### src/rtl/nio_pkg.sv
package nio_pkg;
  typedef enum logic [1:0] {
    OP_OUT = 2'd0,
    OP_PAT = 2'd1,
    OP_IN  = 2'd2,
    OP_RSV = 2'd3
  } nio_op_e;
endpackage

### src/rtl/nio_chan_regs.sv
module nio_chan_regs #(
  parameter int CH_N   = 4,
  parameter int CH_W   = 4,
  parameter int PAT_LO = 2,
  localparam int SEL_W = $clog2(CH_N)
) (
  input  logic                       clk_i,
  input  logic                       rst_ni,
  input  logic                       wr_en_i,
  input  logic [SEL_W-1:0]           wr_sel_i,
  input  logic [CH_W-1:0]            wr_data_i,
  input  logic                       pat_en_i,
  input  logic [2*CH_W-1:0]          pat_data_i,
  output logic [CH_N-1:0][CH_W-1:0]  chan_o
);
  for (genvar c = 0; c < CH_N; c++) begin : g_ch
    always_ff @(posedge clk_i or negedge rst_ni) begin
      if (!rst_ni) begin
        chan_o[c] <= '1;
      end else if (pat_en_i && c == PAT_LO) begin
        chan_o[c] <= pat_data_i[CH_W-1:0];
      end else if (pat_en_i && c == PAT_LO + 1) begin
        chan_o[c] <= pat_data_i[2*CH_W-1:CH_W];
      end else if (wr_en_i && wr_sel_i == SEL_W'(c)) begin
        chan_o[c] <= wr_data_i;
      end
    end
  end

  p_out_write_r2: assert property (@(posedge clk_i) disable iff (!rst_ni)
    wr_en_i |=> chan_o[$past(wr_sel_i)] == $past(wr_data_i));

  p_pattern_split_r4: assert property (@(posedge clk_i) disable iff (!rst_ni)
    pat_en_i |=> (chan_o[PAT_LO+1] == $past(pat_data_i[2*CH_W-1:CH_W]))
              && (chan_o[PAT_LO] == $past(pat_data_i[CH_W-1:0])));

  p_hold_r10: assert property (@(posedge clk_i) disable iff (!rst_ni)
    !(wr_en_i || pat_en_i) |=> $stable(chan_o));
endmodule

### src/rtl/nio_in_sampler.sv
module nio_in_sampler #(
  parameter int CH_N = 4,
  parameter int CH_W = 4,
  localparam int SEL_W = $clog2(CH_N)
) (
  input  logic                      clk_i,
  input  logic                      rst_ni,
  input  logic                      issue_i,
  input  logic [SEL_W-1:0]          issue_sel_i,
  input  logic                      issue_dst_i,
  input  logic                      sample_i,
  input  logic [CH_N-1:0][CH_W-1:0] level_i,
  output logic [CH_W-1:0]           rd_data_o,
  output logic                      acc_we_o,
  output logic                      b_we_o
);
  logic             pend_q;
  logic [SEL_W-1:0] sel_q;
  logic             dst_q;
  logic             take;

  assign take = sample_i && pend_q;

  always_ff @(posedge clk_i or negedge rst_ni) begin
    if (!rst_ni) begin
      pend_q    <= 1'b0;
      sel_q     <= '0;
      dst_q     <= 1'b0;
      rd_data_o <= '0;
      acc_we_o  <= 1'b0;
      b_we_o    <= 1'b0;
    end else begin
      acc_we_o <= take && !dst_q;
      b_we_o   <= take && dst_q;
      if (take) rd_data_o <= level_i[sel_q];
      // a new input op overrides a completed or stale read
      if (issue_i) begin
        pend_q <= 1'b1;
        sel_q  <= issue_sel_i;
        dst_q  <= issue_dst_i;
      end else if (take) begin
        pend_q <= 1'b0;
      end
    end
  end

  p_load_needs_strobe_r5: assert property (@(posedge clk_i) disable iff (!rst_ni)
    (acc_we_o || b_we_o) |-> $past(sample_i));

  p_single_dest_r5: assert property (@(posedge clk_i) disable iff (!rst_ni)
    $onehot0({acc_we_o, b_we_o}));

  p_rd_stable_r7: assert property (@(posedge clk_i) disable iff (!rst_ni)
    !take |=> $stable(rd_data_o));

  p_idle_strobe_r8: assert property (@(posedge clk_i) disable iff (!rst_ni)
    (sample_i && !pend_q) |=> !(acc_we_o || b_we_o));
endmodule

### src/rtl/nio_channels.sv
module nio_channels
  import nio_pkg::*;
#(
  parameter int CH_N = 4,
  parameter int CH_W = 4,
  localparam int SEL_W = $clog2(CH_N),
  localparam int PIN_W = CH_N * CH_W
) (
  input  logic               clk_i,
  input  logic               rst_ni,
  input  logic               op_valid_i,
  input  logic [1:0]         op_kind_i,
  input  logic [SEL_W-1:0]   chan_sel_i,
  input  logic               src_sel_i,
  input  logic               dst_sel_i,
  input  logic [CH_W-1:0]    acc_i,
  input  logic [CH_W-1:0]    breg_i,
  input  logic [2*CH_W-1:0]  pat_i,
  input  logic               sample_i,
  input  logic [PIN_W-1:0]   ext_i,
  output logic [PIN_W-1:0]   pins_o,
  output logic [CH_W-1:0]    rd_data_o,
  output logic               acc_we_o,
  output logic               b_we_o
);
  nio_op_e                   kind;
  logic                      wr_en, pat_en, in_en;
  logic [CH_W-1:0]           wr_data;
  logic [CH_N-1:0][CH_W-1:0] chan, level;

  assign kind    = nio_op_e'(op_kind_i);
  assign wr_en   = op_valid_i && kind == OP_OUT;
  assign pat_en  = op_valid_i && kind == OP_PAT;
  assign in_en   = op_valid_i && kind == OP_IN;
  assign wr_data = src_sel_i ? breg_i : acc_i;

  nio_chan_regs #(.CH_N(CH_N), .CH_W(CH_W), .PAT_LO(2)) u_regs (
    .clk_i      (clk_i),
    .rst_ni     (rst_ni),
    .wr_en_i    (wr_en),
    .wr_sel_i   (chan_sel_i),
    .wr_data_i  (wr_data),
    .pat_en_i   (pat_en),
    .pat_data_i (pat_i),
    .chan_o     (chan)
  );

  // register keeps driving during a read: wired-AND with outside drive
  for (genvar c = 0; c < CH_N; c++) begin : g_lvl
    assign pins_o[c*CH_W +: CH_W] = chan[c];
    assign level[c] = chan[c] & ext_i[c*CH_W +: CH_W];
  end

  nio_in_sampler #(.CH_N(CH_N), .CH_W(CH_W)) u_smp (
    .clk_i       (clk_i),
    .rst_ni      (rst_ni),
    .issue_i     (in_en),
    .issue_sel_i (chan_sel_i),
    .issue_dst_i (dst_sel_i),
    .sample_i    (sample_i),
    .level_i     (level),
    .rd_data_o   (rd_data_o),
    .acc_we_o    (acc_we_o),
    .b_we_o      (b_we_o)
  );

  p_noop_hold_r9: assert property (@(posedge clk_i) disable iff (!rst_ni)
    !(wr_en || pat_en) |=> $stable(pins_o));

  p_read_masked_r6: assert property (@(posedge clk_i) disable iff (!rst_ni)
    (acc_we_o || b_we_o) |-> ((rd_data_o & ~$past(level[u_smp.sel_q])) == '0));
endmodule

### config.mk
export PLATFORM = sky130hd
export DESIGN_NAME = nio_channels
export DESIGN_NICKNAME = d
export VERILOG_FILES = /design/src/rtl/nio_pkg.sv /design/src/rtl/nio_chan_regs.sv /design/src/rtl/nio_in_sampler.sv /design/src/rtl/nio_channels.sv
export SDC_FILE = /design/constraint.sdc
export NUM_CORES = 1
export LEC_CHECK = 0
export BUFFER_PORTS_ARGS = -buffer_cell sky130_fd_sc_hd__buf_2
export CAP_MARGIN = 20
export CORE_MARGIN = 5
export CORE_UTILIZATION = 40
export CTS_CLUSTER_SIZE = 24
export DETAILED_ROUTE_END_ITERATION = 8
export PLACE_DENSITY = 0.71
export SLEW_MARGIN = 40
export SYNTH_ARGS = -nofsm -noshare
export SYNTH_HDL_FRONTEND = slang
export SYNTH_SLANG_ARGS = --single-unit
### constraint.sdc
create_clock -name clk_i -period 2.6 [get_ports clk_i]
set_input_delay 0.65 -clock clk_i [delete_from_list [all_inputs] [get_ports clk_i]]
set_output_delay 0.65 -clock clk_i [all_outputs]
set_load 0.005 [all_outputs]
==> flow_summary.ini, run 1 <==
[critical_path]
r2r_slack_ns = 1.16
path_class = flip-flop to output port
crit_arrival_ns = 1.01
cp_max_fo = 3
required_ns = 1.95
cp.depth = 1
path_cells = buf_2
slowest_stage = dfstp_2
startpoint = u_regs.chan_o[6]$_DFFE_PN1P_
worstSetupEndpointType = output port
r2r_start = u_smp.sel_q[0]$_DFFE_PN0P_
r2r_cells = 2
cpPeakStageDelay_ns = 0.57
critPathLaunchType = flip-flop
crit_path_end = pins_o[6]
r2r_end = u_smp.rd_data_o[3]$_DFFE_PN0P_
crit_family = flip-flops
path_buf_inv = 1

[route]
vias = 1075
drtIter0Drc = 29
detail_route.wl_per_cell_um = 14.8
post-route-drc-count = 0
viasPerCell = 5.05
route.final.wire_length_um = 3160
detail-route-antenna-nets = 0
dr.pass1.iters = 4

[power_and_ir_drop]
p_sw_share_pct = 26.2
totalPowerFinal_w = 0.00118
combPwrFrac_pct = 24.7
power_density_nw_per_um2 = 683
intPower_w = 0.000871
ir_worst_vdd_v = 0.000302
netSwitchingPower_w = 0.000309
p_leak_nw = 0.811
clock_power_share_pct = 23.2
seq_power_share_pct = 52.1

[placed_design]
port_buffers = 63
pre_cts_slack_ns = 0.683
placed_area_sq_um = 1670
hpwl_um = 2530
globalplace.congestion = 0.780

[logic_synthesis]
synth-seq-cells = 26
synth_fa_ha_area_share_pct = 0
synth_compound_area_share_pct = 6.74
synth-simple-area-share_pct = 12.2
synthMuxAreaShare_pct = 28.6
postSynthCellCount = 102
yosys_warnings = 0
yosysSeqAreaShare_pct = 51.6
synth.avg_cell_area_sq_um = 12.7
synth_top_family_by_area = multiplexers
synth.top_cell.area_share_pct = 32.3
synth_area_leaders = dfstp_2 32%, mux2_2 27%, dfrtp_1 19%
synth_cell_types = 19
synth_top_area_cell = dfstp_2
synthesis.area_sq_um = 1300
synthesis.nets = 144
synth_xor_area_share_pct = 0

[timing]
min_period_ns = 1.66
fin_setup_tns_ns = 0
setup_ws_ns = 0.943
tightestPinTransition_ns = 0.569
drv_slew = 0
fmax_mhz = 603
finalHoldViolCount = 0
fin_skew_ns = 0.00853
fin_crit_sh_pct = 63.7
slew_headroom_pct = 62.1
setup_violations = 0
rsz0062_at_grt = false
timing.hold.ws_ns = 0.298

[global_routing]
overflow = 0
grt_max_degree = 27
grtUsageTotal_pct = 15.1
antenna_found_initial = 0
grt_pass1_vias = 1071
grt_pass1_wl_um = 5130

[cells_and_area]
layout-drive-gt1-share_pct = 69.8
area_growth_pct = 32.8
design_area_sq_um = 1730
diodes = 0
nNetsFinal = 212

[die]
fp.dieW_um = 67.0
start_util_pct = 42.2
die_area_sq_um = 4490
core_sq_um = 3080
fp-row-count = 20
io_pins = 64
die_h_um = 67.0

[run]
maxCapViolations = 0

[clock_tree]
clock_path_buffers = 2
cts_resized = 0
clkSinkCount = 26
cts_tree = built
path_clk_slew_ns = 0.14
cts_root_buf = clkbuf_4
cts_setup_buffers = 0
numCtsBuffers = 3
holdBufCountCts = 0
htreeDepth = 1
clk_latency_ns = 0.32

[run_status]
status = finished, final reports clean

[min_path]
holdCritPathClass = input port to asynchronous set/reset pin
==> area by class of cell <==
cell class                      instances  area, sq um
Multi-Input combinational cell         73          618
Tap cell                               44         55.1
Inverter                                2         7.51
Clock inverter                          1         30.0
Timing Repair Buffer                   64          323
Clock buffer                            3         22.5
Fill cell                             291         1350
Sequential cell                        26          671
==> state kept, by name (all words and copies together) (netlist names) <==
register / flops
u_regs.chan_o: 16
u_smp.rd_data_o: 4
u_smp.sel_q: 2
u_smp.acc_we_o: 1
u_smp.b_we_o: 1
u_smp.dst_q: 1
u_smp.pend_q: 1
==> per-stage QoR <==
| step | cells | util, % |
|---|---|---|
| after CTS | 213 | 56.1 |
| after detailed placement | 209 | 54.4 |
| final | 213 | 56.1 |
| after global routing | 213 | 56.1 |
| after global placement | 209 | 54.4 |
| after floorplan | 102 | - |
==> power groups by stage <==
| stage | logic (W) | registers (W) | clock network, W |
|---|---|---|---|
| floorplan | 0.000146 | 0.000610 | 0 |
| global placement | 0.000291 | 0.000618 | 0 |
| detailed placement | 0.000297 | 0.000623 | 0 |
| CTS | 0.000298 | 0.000615 | 0.000287 |
| global route | 0.000324 | 0.000631 | 0.000304 |
| finish | 0.000292 | 0.000614 | 0.000274 |
==> Yosys cell counts, drive strengths merged <==
| cell type | instances |
|---|---|
| mux2 | 31 |
| nand2b | 2 |
| nand2 | 9 |
| nand3b | 4 |
| a211oi | 3 |
| nor2 | 2 |
| dfrtp | 10 |
| nand3 | 7 |
| mux4 | 1 |
| o21ai | 5 |
| and3 | 2 |
| clkbuf | 1 |
| inv | 2 |
| nor4 | 1 |
| a221o | 3 |
| dfstp | 16 |
| a21oi | 2 |
| or4b | 1 |
==> cells in the final DEF (no fill, tap or decap), drive strengths merged <==
cell type / n
buf: 64
inv: 2
a221o: 3
a21oi: 2
a211oi: 3
mux4: 1
nor4: 1
dfstp: 16
bufinv: 1
nand3: 7
mux2: 31
o21ai: 5
clkbuf: 3
dfrtp: 10
or4b: 1
nand2: 9
nand2b: 2
and3: 2
nor2: 2
nand3b: 4
==> per-layer routing <==
metal  track usage (%)  vias to the layer above  wire length (um)
met5                 0                        -                 0
met4              4.56                        0                26
met3              3.54                        4               269
met2              23.9                       51              1420
met1              20.3                      502              1440
li1                  -                      518                 -
==> logic make-up (layout without fill, tap and decap cells) <==
logic type,after synthesis,count (layout)
and+or+nand+nor,28,28
AOI/OAI and AO/OA,13,13
DFF,26,26
muxes,32,32
buffers and inverters,3,70
==> worst min-delay path by stage <==
stage                                     end  slack (ns)
4_1_cts        u_smp.rd_data_o[0]$_DFFE_PN0P_        0.31
2_1_floorplan        u_smp.acc_we_o$_DFF_PN0_        0.35
3_3_place_gp         u_smp.acc_we_o$_DFF_PN0_        0.43
5_1_grt        u_smp.rd_data_o[0]$_DFFE_PN0P_        0.31
6_report       u_smp.rd_data_o[0]$_DFFE_PN0P_        0.30
3_5_place_dp         u_smp.acc_we_o$_DFF_PN0_        0.43
Note: power is estimated with default switching activity, not from simulation.
==> run 2: changes to the inputs <==
PLACE_DENSITY = 0.74   (was 0.71)
clock period = 1.4 ns   (was 2.6 ns; I/O delays follow)
==> run 2 against run 1 <==
  * Die area unchanged
  * Final area grew 5.9%
  * Cell count increased by 5.6%
  * Sequential cell count stayed put
  * Sequential power rose by 84%
  * Largest cell class unchanged
==> flow_summary.ini, run 2 (synthesis gave the netlist of run 1 again) <==
[die]
die_area_sq_um = 4490
fp.dieW_um = 67.0
core_sq_um = 3080
die_h_um = 67.0
io_pins = 64
start_util_pct = 42.2
fp-row-count = 20

[power_and_ir_drop]
ir_worst_vdd_v = 0.000536
seq_power_share_pct = 53.4
power_density_nw_per_um2 = 1160
p_sw_share_pct = 27.6
clock_power_share_pct = 17.5
totalPowerFinal_w = 0.00212
netSwitchingPower_w = 0.000583
combPwrFrac_pct = 29.1
p_leak_nw = 0.869
intPower_w = 0.00153

[timing]
min_period_ns = 1.35
tightestPinTransition_ns = 0.553
fin_skew_ns = 0.00362
drv_slew = 0
fmax_mhz = 738
fin_setup_tns_ns = 0
setup_violations = 0
finalHoldViolCount = 0
rsz0062_at_grt = true
fin_crit_sh_pct = 96.7
slew_headroom_pct = 63.1

[critical_path]
r2r_start = u_regs.chan_o[15]$_DFFE_PN1P_
required_ns = 1.05
worstSetupEndpointType = output port
cp_max_fo = 3
path_class = flip-flop to output port
r2r_slack_ns = 0.11
r2r_cells = 3
cpPeakStageDelay_ns = 0.57
r2r_end = u_smp.rd_data_o[3]$_DFFE_PN0P_
path_cells = buf_2
crit_family = flip-flops
slowest_stage = dfstp_2
path_buf_inv = 1
crit_arrival_ns = 1.00
critPathLaunchType = flip-flop

[placed_design]
hpwl_um = 2670
globalplace.congestion = 0.753
port_buffers = 63

[cells_and_area]
layout_common_cells = 62 x buf_2, 31 x mux2_2, 16 x dfstp_2
layout-drive-gt1-share_pct = 72.4
largest_reg_flops = 16
layout_commonest_cell = buf_2
multi_input_area_sq_um = 624
regMostFlops = u_regs.chan_o
seqCellArea_sq_um = 672
area_growth_pct = 40.7
nNetsFinal = 224
reg_top3 = u_regs.chan_o (16), u_smp.rd_data_o (4), u_smp.sel_q (2)
nFillCells = 272
diodes = 0

[route]
viasPerCell = 5.01
route.final.wire_length_um = 3250
post-route-drc-count = 0
detail-route-antenna-nets = 0
dr.pass1.iters = 4
vias = 1128
drtIter0Drc = 30
detail_route.wl_per_cell_um = 14.4

[clock_tree]
clkSinkCount = 26
htreeDepth = 1
clk_latency_ns = 0.31
cts_root_buf = clkbuf_4
numCtsBuffers = 3
path_clk_slew_ns = 0.13
clock_path_buffers = 2
cts_tree = built

[global_routing]
antenna_found_initial = 0
grt_pass1_vias = 1155
grt_max_degree = 27
grtUsageTotal_pct = 15.7
overflow = 0
grt_pass1_wl_um = 5290

[run_status]
status = finished, final reports clean

[min_path]
hp-start = sample_i
holdCritPathClass = input port to flip-flop
hold_depth = 2
hold_end = u_smp.pend_q$_DFFE_PN0P_

[run]
maxCapViolations = 0
## run 2: per-layer routing
layer  track usage (%)  part of all wire, %
met1              20.0                   44
met2              26.5                   48
met3              3.20                  8.2
met4              4.56                 0.40
met5                 0                    0
## run 2: final cells by class
type                    count  area share [%]
flip-flops and latches     26            36.7
clock buffers               4            1.98
inverters                   2           0.410
repair buffers             76            23.7
well taps                  44            3.01
multi-input cells          73            34.1
## run 2: through the flow
| stage | util, % | setup WS [ns] | area [sq um] | cells | hold WS, ns |
|---|---|---|---|---|---|
| final | 59.4 | 0.0457 | 1830 | 225 | 0.237 |
| after global routing | 59.4 | -0.000921 | 1830 | 225 | 0.212 |
| after CTS | 58.9 | 0.0270 | 1810 | 224 | 0.209 |
| after detailed placement | 57.4 | -0.123 | 1770 | 219 | 0.375 |
| after global placement | 57.4 | -0.102 | 1770 | 219 | 0.369 |
| after floorplan | - | 0.0215 | 1310 | 102 | 0.0544 |
## run 2: worst max path at each step
stage,startpoint,endpoint,slack (ns),cells past startpoint
detailed placement,op_kind_i[1],u_regs.chan_o[7]$_DFFE_PN1P_,-0.12,4
global route,u_regs.chan_o[7]$_DFFE_PN1P_,pins_o[7],-0.0009,1
CTS,u_regs.chan_o[4]$_DFFE_PN1P_,pins_o[4],0.03,1
finish,u_regs.chan_o[3]$_DFFE_PN1P_,pins_o[3],0.05,1
global placement,op_kind_i[1],u_regs.chan_o[4]$_DFFE_PN1P_,-0.10,4
floorplan,op_kind_i[1],u_regs.chan_o[4]$_DFFE_PN1P_,0.02,3
## run 2: power groups by stage
stage / registers (W) / logic [W] / clock network, W
floorplan: 0.00113 / 0.000271 / 0
global placement: 0.00114 / 0.000583 / 0
detailed placement: 0.00115 / 0.000596 / 0
CTS: 0.00114 / 0.000600 / 0.000398
global route: 0.00116 / 0.000679 / 0.000426
finish: 0.00113 / 0.000616 / 0.000371
## run 2: timing repair
item / 4_1_cts / 5_1_grt
gates resized for setup: 0 / 2
setup buffers: 0 / 1
endpoints found under the hold margin: 5 / 0
setup endpoints to repair: 0 / 7
hold buffers: 1 / 0
## run 2: worst reg2reg max path, cell delays in order, from the launching register on
cell,delay [ns]
dfstp_2,0.57
nand2_1,0.06
mux4_2,0.45
o21ai_0,0.14
==> run 3: changes to the inputs <==
CORE_UTILIZATION = 41   (was 40)
PLACE_DENSITY = 0.76   (was 0.74)
==> run 3 against run 2 <==
  * The flow now finishes with violations (hold timing)
  * Clock-buffer cell count is the same
  * Critical path type unchanged
  * Via count shrank 5.6%
  * Largest cell class unchanged
  * Setup slack gained 0.012 ns
  * Routed wire length shrank 3.5%
  * Sequential share of layout area grew 0.10 points
  * Sequential cell count is the same
  * Non-clock buffer count shrank 2
  * Highest routed layer is now met3
  * Critical path depth is the same
==> flow_summary.ini, run 3 (synthesis gave the netlist of run 1 again) <==
[timing]
tightestPinTransition_ns = 0.538
setup_violations = 0
fin_crit_sh_pct = 95.9
slew_headroom_pct = 64.1
min_period_ns = 1.34
fmax_mhz = 745
fin_skew_ns = 0.00382
timing.hold.ws_ns = -0.00378
rsz0062_at_grt = true
setup_ws_ns = 0.0572
finalHoldViolCount = 3
drv_slew = 0

[global_routing]
grt_use_met3_pct = 3.57
grt_max_degree = 27
busiest_layer = met2
grt_pass1_wl_um = 5040
met2_usage_pct = 27.0
overflow = 0
grtUsageTotal_pct = 14.9
use_met1_pct = 17.8
antenna_found_initial = 0
grt_pass1_vias = 1147

[clock_tree]
clock_path_buffers = 2
cts_tree = built
path_clk_slew_ns = 0.13
clk_latency_ns = 0.31
htreeDepth = 1
cts_root_buf = clkbuf_4
clkSinkCount = 26
numCtsBuffers = 3

[die]
fp-row-count = 20
core_sq_um = 3050
die_area_sq_um = 4400
fp.dieW_um = 66.3
start_util_pct = 42.6
io_pins = 64
die_h_um = 66.3

[cells_and_area]
layout-drive-gt1-share_pct = 72.6
nFillCells = 274
layout_commonest_cell = buf_2
regMostFlops = u_regs.chan_o
seqCellArea_sq_um = 672
diodes = 0
nNetsFinal = 222
largest_reg_flops = 16
multi_input_area_sq_um = 624
area_growth_pct = 40.3
reg_top3 = u_regs.chan_o (16), u_smp.rd_data_o (4), u_smp.sel_q (2)
layout_common_cells = 62 x buf_2, 31 x mux2_2, 16 x dfstp_2
postLayoutCoreUtil_pct = 59.8

[placed_design]
hpwl_um = 2650
globalplace.congestion = 0.734
port_buffers = 63
pre_cts_slack_ns = -0.128

[power_and_ir_drop]
power_density_nw_per_um2 = 1160
ir_worst_vdd_v = 0.000544
p_leak_nw = 0.864

[critical_path]
startpoint = u_regs.chan_o[7]$_DFFE_PN1P_
path_class = flip-flop to output port
worstSetupEndpointType = output port
path_cells = buf_2
crit_arrival_ns = 0.99
cp_max_fo = 3
required_ns = 1.05
r2r_start = u_smp.sel_q[0]$_DFFE_PN0P_
crit_family = flip-flops
slowest_stage = dfstp_2
path_buf_inv = 1
cp.depth = 1
r2r_cells = 4
crit_path_end = pins_o[7]
cpPeakStageDelay_ns = 0.57
r2r_slack_ns = 0.11
r2r_end = u_smp.rd_data_o[0]$_DFFE_PN0P_
critPathLaunchType = flip-flop

[route]
post-route-drc-count = 0
route.final.wire_length_um = 3140
detail_route.wl_per_cell_um = 14.1
vias = 1065
dr.pass1.iters = 4
drtIter0Drc = 16
detail-route-antenna-nets = 0
viasPerCell = 4.78

[run_status]
status = complete, but fails checks
violations = hold timing

[run]
maxCapViolations = 0

[min_path]
holdCritPathClass = input port to asynchronous set/reset pin
==> run 3: cell count changes in the layout (fill, tap and decap cells not counted), sizes merged <==
cell,previous run,this run
buf,75,74
dlygate4sd3,1,0
==> run 3: final cells by class <==
class                   count  area share [%]
flip-flops and latches     26            36.8
repair buffers             74            23.5
well taps                  44            3.02
clock buffers               4            1.99
multi-input cells          73            34.2
inverters                   2           0.412
==> run 3: through the flow <==
stage	hold slack, ns	setup TNS [ns]	power (W)	cells	cell area (sq um)
2_1_floorplan	0.0544	0	0.00140	102	1310
3_3_place_gp	0.359	-0.820	0.00174	218	1770
3_5_place_dp	0.373	-1.09	0.00176	218	1770
4_1_cts	0.0165	0	0.00213	222	1810
5_1_grt	0.0140	-0.00157	0.00227	223	1820
6_report	-0.00378	0	0.00212	223	1820
==> run 3: power breakdown <==
part	total (W)	switching, W	internal (W)
clock network	0.000367	0.000208	0.000159
registers	0.00113	0.000134	0.00100
logic	0.000617	0.000232	0.000385
total	0.00212	0.000575	0.00154
==> run 3: layer usage <==
layer	wire, um	up-vias	share of wire [%]
met4	0	0	0
met1	1330	500	42
li1	-	531	-
met5	0	-	0
met2	1600	34	51
met3	201	0	6.4
==> run 3: what timing repair did <==
| action | 4_1_cts | 5_1_grt |
|---|---|---|
| setup buffers | 0 | 1 |
| setup endpoints to repair | 0 | 5 |
| gates resized for setup | 0 | 2 |
| hold buffers | 0 | 0 |
==> run 3: worst min path at each step <==
stage          slack (ns)   start                             end
2_1_floorplan        0.05  rst_ni        u_smp.acc_we_o$_DFF_PN0_
3_3_place_gp         0.36  rst_ni  u_smp.rd_data_o[3]$_DFFE_PN0P_
3_5_place_dp         0.37  rst_ni  u_smp.rd_data_o[2]$_DFFE_PN0P_
4_1_cts              0.02  rst_ni  u_smp.rd_data_o[1]$_DFFE_PN0P_
5_1_grt              0.01  rst_ni  u_smp.rd_data_o[2]$_DFFE_PN0P_
6_report           -0.004  rst_ni  u_smp.rd_data_o[2]$_DFFE_PN0P_
